## src/rtl/slc_pkg.sv

```systemverilog
package slc_pkg;
  typedef enum logic {
    RUN_IDLE   = 1'b0,
    RUN_ACTIVE = 1'b1
  } run_state_t;

  function automatic int cnt_width(input int max_value);
    return (max_value < 2) ? 1 : $clog2(max_value + 1);
  endfunction
endpackage

```

## src/rtl/slc_interval_timer.sv

```systemverilog
module slc_interval_timer
  import slc_pkg::*;
#(
  parameter int INTERVAL_TICKS = 2048,
  localparam int TW = cnt_width(INTERVAL_TICKS - 1)
) (
  input  logic          clk,
  input  logic          rst_n,
  input  logic          tick,
  input  logic          trigger,
  input  logic          stop,
  output logic          sample,
  output logic          active,
  output logic [TW-1:0] tick_cnt
);
  localparam logic [TW-1:0] LAST = TW'(INTERVAL_TICKS - 1);

  run_state_t state_q;

  assign active = (state_q == RUN_ACTIVE);
  assign sample = active && tick && !trigger && (tick_cnt == LAST);

  always_ff @(posedge clk or negedge rst_n) begin
    if (!rst_n) begin
      state_q  <= RUN_IDLE;
      tick_cnt <= '0;
    end else if (trigger) begin
      state_q  <= RUN_ACTIVE;
      tick_cnt <= '0;
    end else if (active && tick) begin
      if (tick_cnt == LAST) begin
        tick_cnt <= '0;
        if (stop) state_q <= RUN_IDLE;
      end else begin
        tick_cnt <= tick_cnt + 1'b1;
      end
    end
  end
endmodule

```

## src/rtl/slc_confirm_counter.sv

```systemverilog
module slc_confirm_counter
  import slc_pkg::*;
#(
  parameter int CONFIRM_COUNT = 6,
  localparam int CW = cnt_width(CONFIRM_COUNT)
) (
  input  logic          clk,
  input  logic          rst_n,
  input  logic          sample,
  input  logic          level_down,
  output logic          confirmed,
  output logic          stop,
  output logic [CW-1:0] count
);
  localparam logic [CW-1:0] LIMIT = CW'(CONFIRM_COUNT);

  logic at_limit;

  assign at_limit  = (count == LIMIT);
  assign confirmed = sample && at_limit;
  assign stop      = sample && (at_limit || !level_down);

  always_ff @(posedge clk or negedge rst_n) begin
    if (!rst_n) begin
      count <= '0;
    end else if (sample) begin
      if (at_limit || !level_down) count <= '0;
      else                         count <= count + 1'b1;
    end
  end
endmodule

```

## src/rtl/slc_flag_reg.sv

```systemverilog
module slc_flag_reg (
  input  logic clk,
  input  logic rst_n,
  input  logic set,
  input  logic clear,
  output logic flag
);
  always_ff @(posedge clk or negedge rst_n) begin
    if (!rst_n)     flag <= 1'b0;
    else if (set)   flag <= 1'b1;
    else if (clear) flag <= 1'b0;
  end
endmodule

```

## src/rtl/supply_loss_confirm.sv

```systemverilog
module supply_loss_confirm
  import slc_pkg::*;
#(
  parameter int INTERVAL_TICKS = 2048,
  parameter int CONFIRM_COUNT  = 6
) (
  input  logic clk,
  input  logic rst_n,
  input  logic tick,
  input  logic trigger,
  input  logic supply_down,
  input  logic clear,
  output logic down_flag
);
  localparam int TW = cnt_width(INTERVAL_TICKS - 1);
  localparam int CW = cnt_width(CONFIRM_COUNT);

  logic          sample;
  logic          stop;
  logic          confirmed;
  logic          run_active;
  logic [TW-1:0] tick_cnt;
  logic [CW-1:0] conf_cnt;

  slc_interval_timer #(.INTERVAL_TICKS(INTERVAL_TICKS)) u_timer (
    .clk      (clk),
    .rst_n    (rst_n),
    .tick     (tick),
    .trigger  (trigger),
    .stop     (stop),
    .sample   (sample),
    .active   (run_active),
    .tick_cnt (tick_cnt)
  );

  slc_confirm_counter #(.CONFIRM_COUNT(CONFIRM_COUNT)) u_count (
    .clk        (clk),
    .rst_n      (rst_n),
    .sample     (sample),
    .level_down (supply_down),
    .confirmed  (confirmed),
    .stop       (stop),
    .count      (conf_cnt)
  );

  slc_flag_reg u_flag (
    .clk   (clk),
    .rst_n (rst_n),
    .set   (confirmed),
    .clear (clear),
    .flag  (down_flag)
  );
endmodule

```

## config.mk

```make
export PLATFORM = sky130hd
export DESIGN_NAME = supply_loss_confirm
export DESIGN_NICKNAME = d
export VERILOG_FILES = /design/src/rtl/slc_pkg.sv /design/src/rtl/slc_interval_timer.sv /design/src/rtl/slc_confirm_counter.sv /design/src/rtl/slc_flag_reg.sv /design/src/rtl/supply_loss_confirm.sv
export SDC_FILE = /design/constraint.sdc
export NUM_CORES = 1
export LEC_CHECK = 0
export ABC_AREA = 0
export CORE_MARGIN = 1.5
export CORE_UTILIZATION = 39
export DETAILED_ROUTE_END_ITERATION = 8
export PLACE_DENSITY_LB_ADDON = 0.25
export SLEW_MARGIN = 15
export SYNTH_ARGS = -nofsm -noshare
export SYNTH_HDL_FRONTEND = slang
export SYNTH_SLANG_ARGS = --single-unit
export TNS_END_PERCENT = 50
```

## constraint.sdc

```tcl
create_clock -name clk -period 1.7 [get_ports clk]
set_clock_uncertainty 0.1 [all_clocks]
set_input_delay 0.17 -clock clk [delete_from_list [all_inputs] [get_ports clk]]
set_output_delay 0.17 -clock clk [all_outputs]
set_load 0.02 [all_outputs]
```

==> results_dict.tcl <==
set metrics [dict create \
    clock_sink_count 16 \
    insertedDiodeCount 0 \
    critical-path-max-stage-delay_ns 0.40 \
    dieArea_um2 2370 \
    timing.critical_path.max_delay_family "flip-flops" \
    yosysWarnings 0 \
    worst_slew_pin_slew_ns 0.313 \
    hp-class "in2async" \
    h-tree-depth 1 \
    core-area_um2 1960 \
    num-nets-final 119 \
    finalSetupTns_ns 0 \
    power.static_leakage_nw 0.502 \
    port_buffers 6 \
    crit_path_cell_trace "ha_2, buf_4, and4_1, a41oi_2, nor2_1, buf_4, nor2_1" \
    synth_enable_flop_cells 0 \
    criticalPathCategory "reg2reg" \
    fraction_of_registers_with_async_set_reset_pct 100 \
    die_width_um 48.7 \
    status "complete, no violations" \
    clock.fmax_mhz 615 \
    row_count 16 \
    post_synth.cell_area_avg_um2 10.1 \
    grtUsageTotal_pct 16.1 \
    max-vdd-ir-drop_uv 418 \
    globalRouteOverflowTotal 0 \
    mappedNetlistNets 90 \
    synthCells 81 \
    layout-drive-gt1-share_pct 32.1 \
    synth.cell_area_um2 815 \
    clockBufferDepth 2 \
    die_height_um 48.7 \
    drtAntennaViolNets 0 \
    numCtsBuffers 3 \
    period_needed_ns 1.63 \
    remaining_drc_errors 0 \
    routability_congestion_estimate 0.830 \
    grt_start_max_net_pins 17 \
    synth_seq_area_share_pct 49.2 \
    start_util_pct 41.5 \
    post_drt_via_cell_ratio 5.26 \
    layout.core_utilization_pct 57.7 \
    setup_viol 0 \
    period_share_pct 95.7 \
    ys_ff_latch 16 \
    detailedRoute.firstIterationViolations 20 \
    routed_wl_um 1770 \
    boundaryPins 7 \
    critical_path_rt_ns 1.82 \
    slew-limit-headroom_pct 79.0 \
    drt-pass1-iter-count 4 \
    startpoint_type "register" \
    finalHoldViolations 0 \
    hpwlAfterDp_um 1210 \
    powerDensity_nw_per_um2 633 \
    instances_no_fill 136 \
    number_of_antenna_violations_at_the_first_check_in_global_routing 0 \
    drt-wirelength-per-cell_um 13.0 \
    critical_path.endpoint_type "register" \
    timing.reg2reg.worst_path_depth 7 \
    worst_setup_hold_path_clk_slew_ns 0.09 \
    timing.max_cap.violations 0 \
    final-max-slew-violation-count 0 \
    vias 716 \
    clock_insertion_delay_at_the_later_pin_of_the_skew_report_ns 0.28 \
    dp.cells 130 \
    cp.arrival_ns 1.75 \
    synth_ff_type "dfrtp_1" \
    worst_path_max_delay_cell "dfrtp_1" \
    critical_path.n_buffers_inverters 2 \
    synth_cell_types 27 \
    path_depth 7 \
    clk_root_buffer_cell "clkbuf_4" \
    clock_tree_from_tritoncts "yes" \
    critical_path.max_fanout 8 \
    syn_to_final_growth_pct 39.0 \
    first_global_vias 705 \
    grt_pass1_wl_um 2990 \
]
cell usage in the layout, fill, tap and decap left out, types with 4 or more instances in the layout:
cell,synthesis,final
buf_4,0,18
clkdlybuf4s50_1,0,6
dfrtp_1,16,15
nand2_1,8,8
nand3_1,5,5
nor2_1,10,8
xnor2_1,4,4
xor2_1,4,4
Yosys cell counts (2+ instances only):
| library cell | number | area, um2 |
|---|---|---|
| a21o_1 | 3 | 22.5 |
| a41oi_1 | 2 | 17.5 |
| and4_1 | 3 | 26.3 |
| dfrtp_1 | 16 | 400 |
| ha_1 | 3 | 37.5 |
| inv_1 | 2 | 7.51 |
| nand2_1 | 8 | 30.0 |
| nand3_1 | 5 | 25.0 |
| nand4_1 | 3 | 18.8 |
| nor2_1 | 10 | 37.5 |
| nor3_1 | 3 | 15.0 |
| o31ai_1 | 2 | 15.0 |
| xnor2_1 | 4 | 35.0 |
| xor2_1 | 4 | 35.0 |
sequential cells by signal, summed over array words and instances (netlist names):
| name | count |
|---|---|
| u_timer.active | 1 |
| u_count.count | 3 |
| u_flag.flag | 1 |
| u_timer.tick_cnt | 11 |
logic make-up (layout without fill, tap and decap cells):
logic type / count (synthesis) / count (layout) / share of synthesized area, %
and+or+nand+nor: 38 / 38 / 23.8
xor gates and xnor gates: 8 / 8 / 8.60
buffers and inverters: 3 / 31 / 1.54
adders and majority gates: 3 / 3 / 4.61
muxes: 1 / 1 / 1.38
AOI/OAI and AO/OA: 12 / 12 / 10.9
DFF: 16 / 16 / 49.2
where the power goes:
part	switching, W	internal [W]	total, W
Sequential	0.00000331	0.000385	0.000388
Combinational	0.0000362	0.0000404	0.0000766
Clock	0.000122	0.000130	0.000252
Total	0.000161	0.000556	0.000717
cell type report:
type / instances / area (um2)
Fill cell: 188 / 830
Multi-Input combinational cell: 62 / 447
Sequential cell: 16 / 402
Timing Repair Buffer: 25 / 206
Clock buffer: 4 / 36.3
Tap cell: 27 / 33.8
Inverter: 2 / 7.51
path summary, 6_finish.rpt:
check                                           startpoint                         endpoint  slack (ns)
max                        u_timer.tick_cnt[0]$_DFFE_PN0P_  u_timer.tick_cnt[6]$_DFFE_PN0P_        0.07
min                                                  rst_n       u_timer.active$_DFFE_PN0P_        0.09
max reg2reg                u_timer.tick_cnt[0]$_DFFE_PN0P_  u_timer.tick_cnt[6]$_DFFE_PN0P_        0.07
min reg2reg                   u_count.count[2]$_DFFE_PN0N_     u_count.count[2]$_DFFE_PN0N_        0.43
max in group asynchronous                            rst_n  u_timer.tick_cnt[9]$_DFFE_PN0P_        1.22
min in group clk                                     clear          u_flag.flag$_DFFE_PN0P_        0.35
layer usage:
metal / wire length, um / vias up / GRT usage (%)
met5: 0 / - / 0
met4: 13 / 0 / 8.57
met3: 52 / 2 / 2.16
met2: 839 / 10 / 24.7
met1: 864 / 354 / 21.9
li1: - / 350 / -
stage by stage:
| stage | total power [W] | instance area (um2) | hold WS, ns | worst slack (ns) |
|---|---|---|---|---|
| floorplan | 0.000417 | 817 | -0.226 | -0.0538 |
| global placement | 0.000461 | 1030 | 0.368 | -0.133 |
| detailed placement | 0.000463 | 1030 | 0.377 | -0.152 |
| CTS | 0.000717 | 1090 | 0.0962 | 0.00547 |
| global route | 0.000753 | 1130 | 0.0971 | -0.00205 |
| finish | 0.000717 | 1130 | 0.0909 | 0.0733 |
what timing repair did:
| action | 4_1_cts | 5_1_grt |
|---|---|---|
| gates resized for setup | 4 | 8 |
| pin swaps | 0 | 5 |
| setup buffers | 1 | 1 |
| endpoints found under the setup margin | 3 | 13 |
| hold buffers | 0 | 0 |
Note: power is estimated with default switching activity, not from simulation.
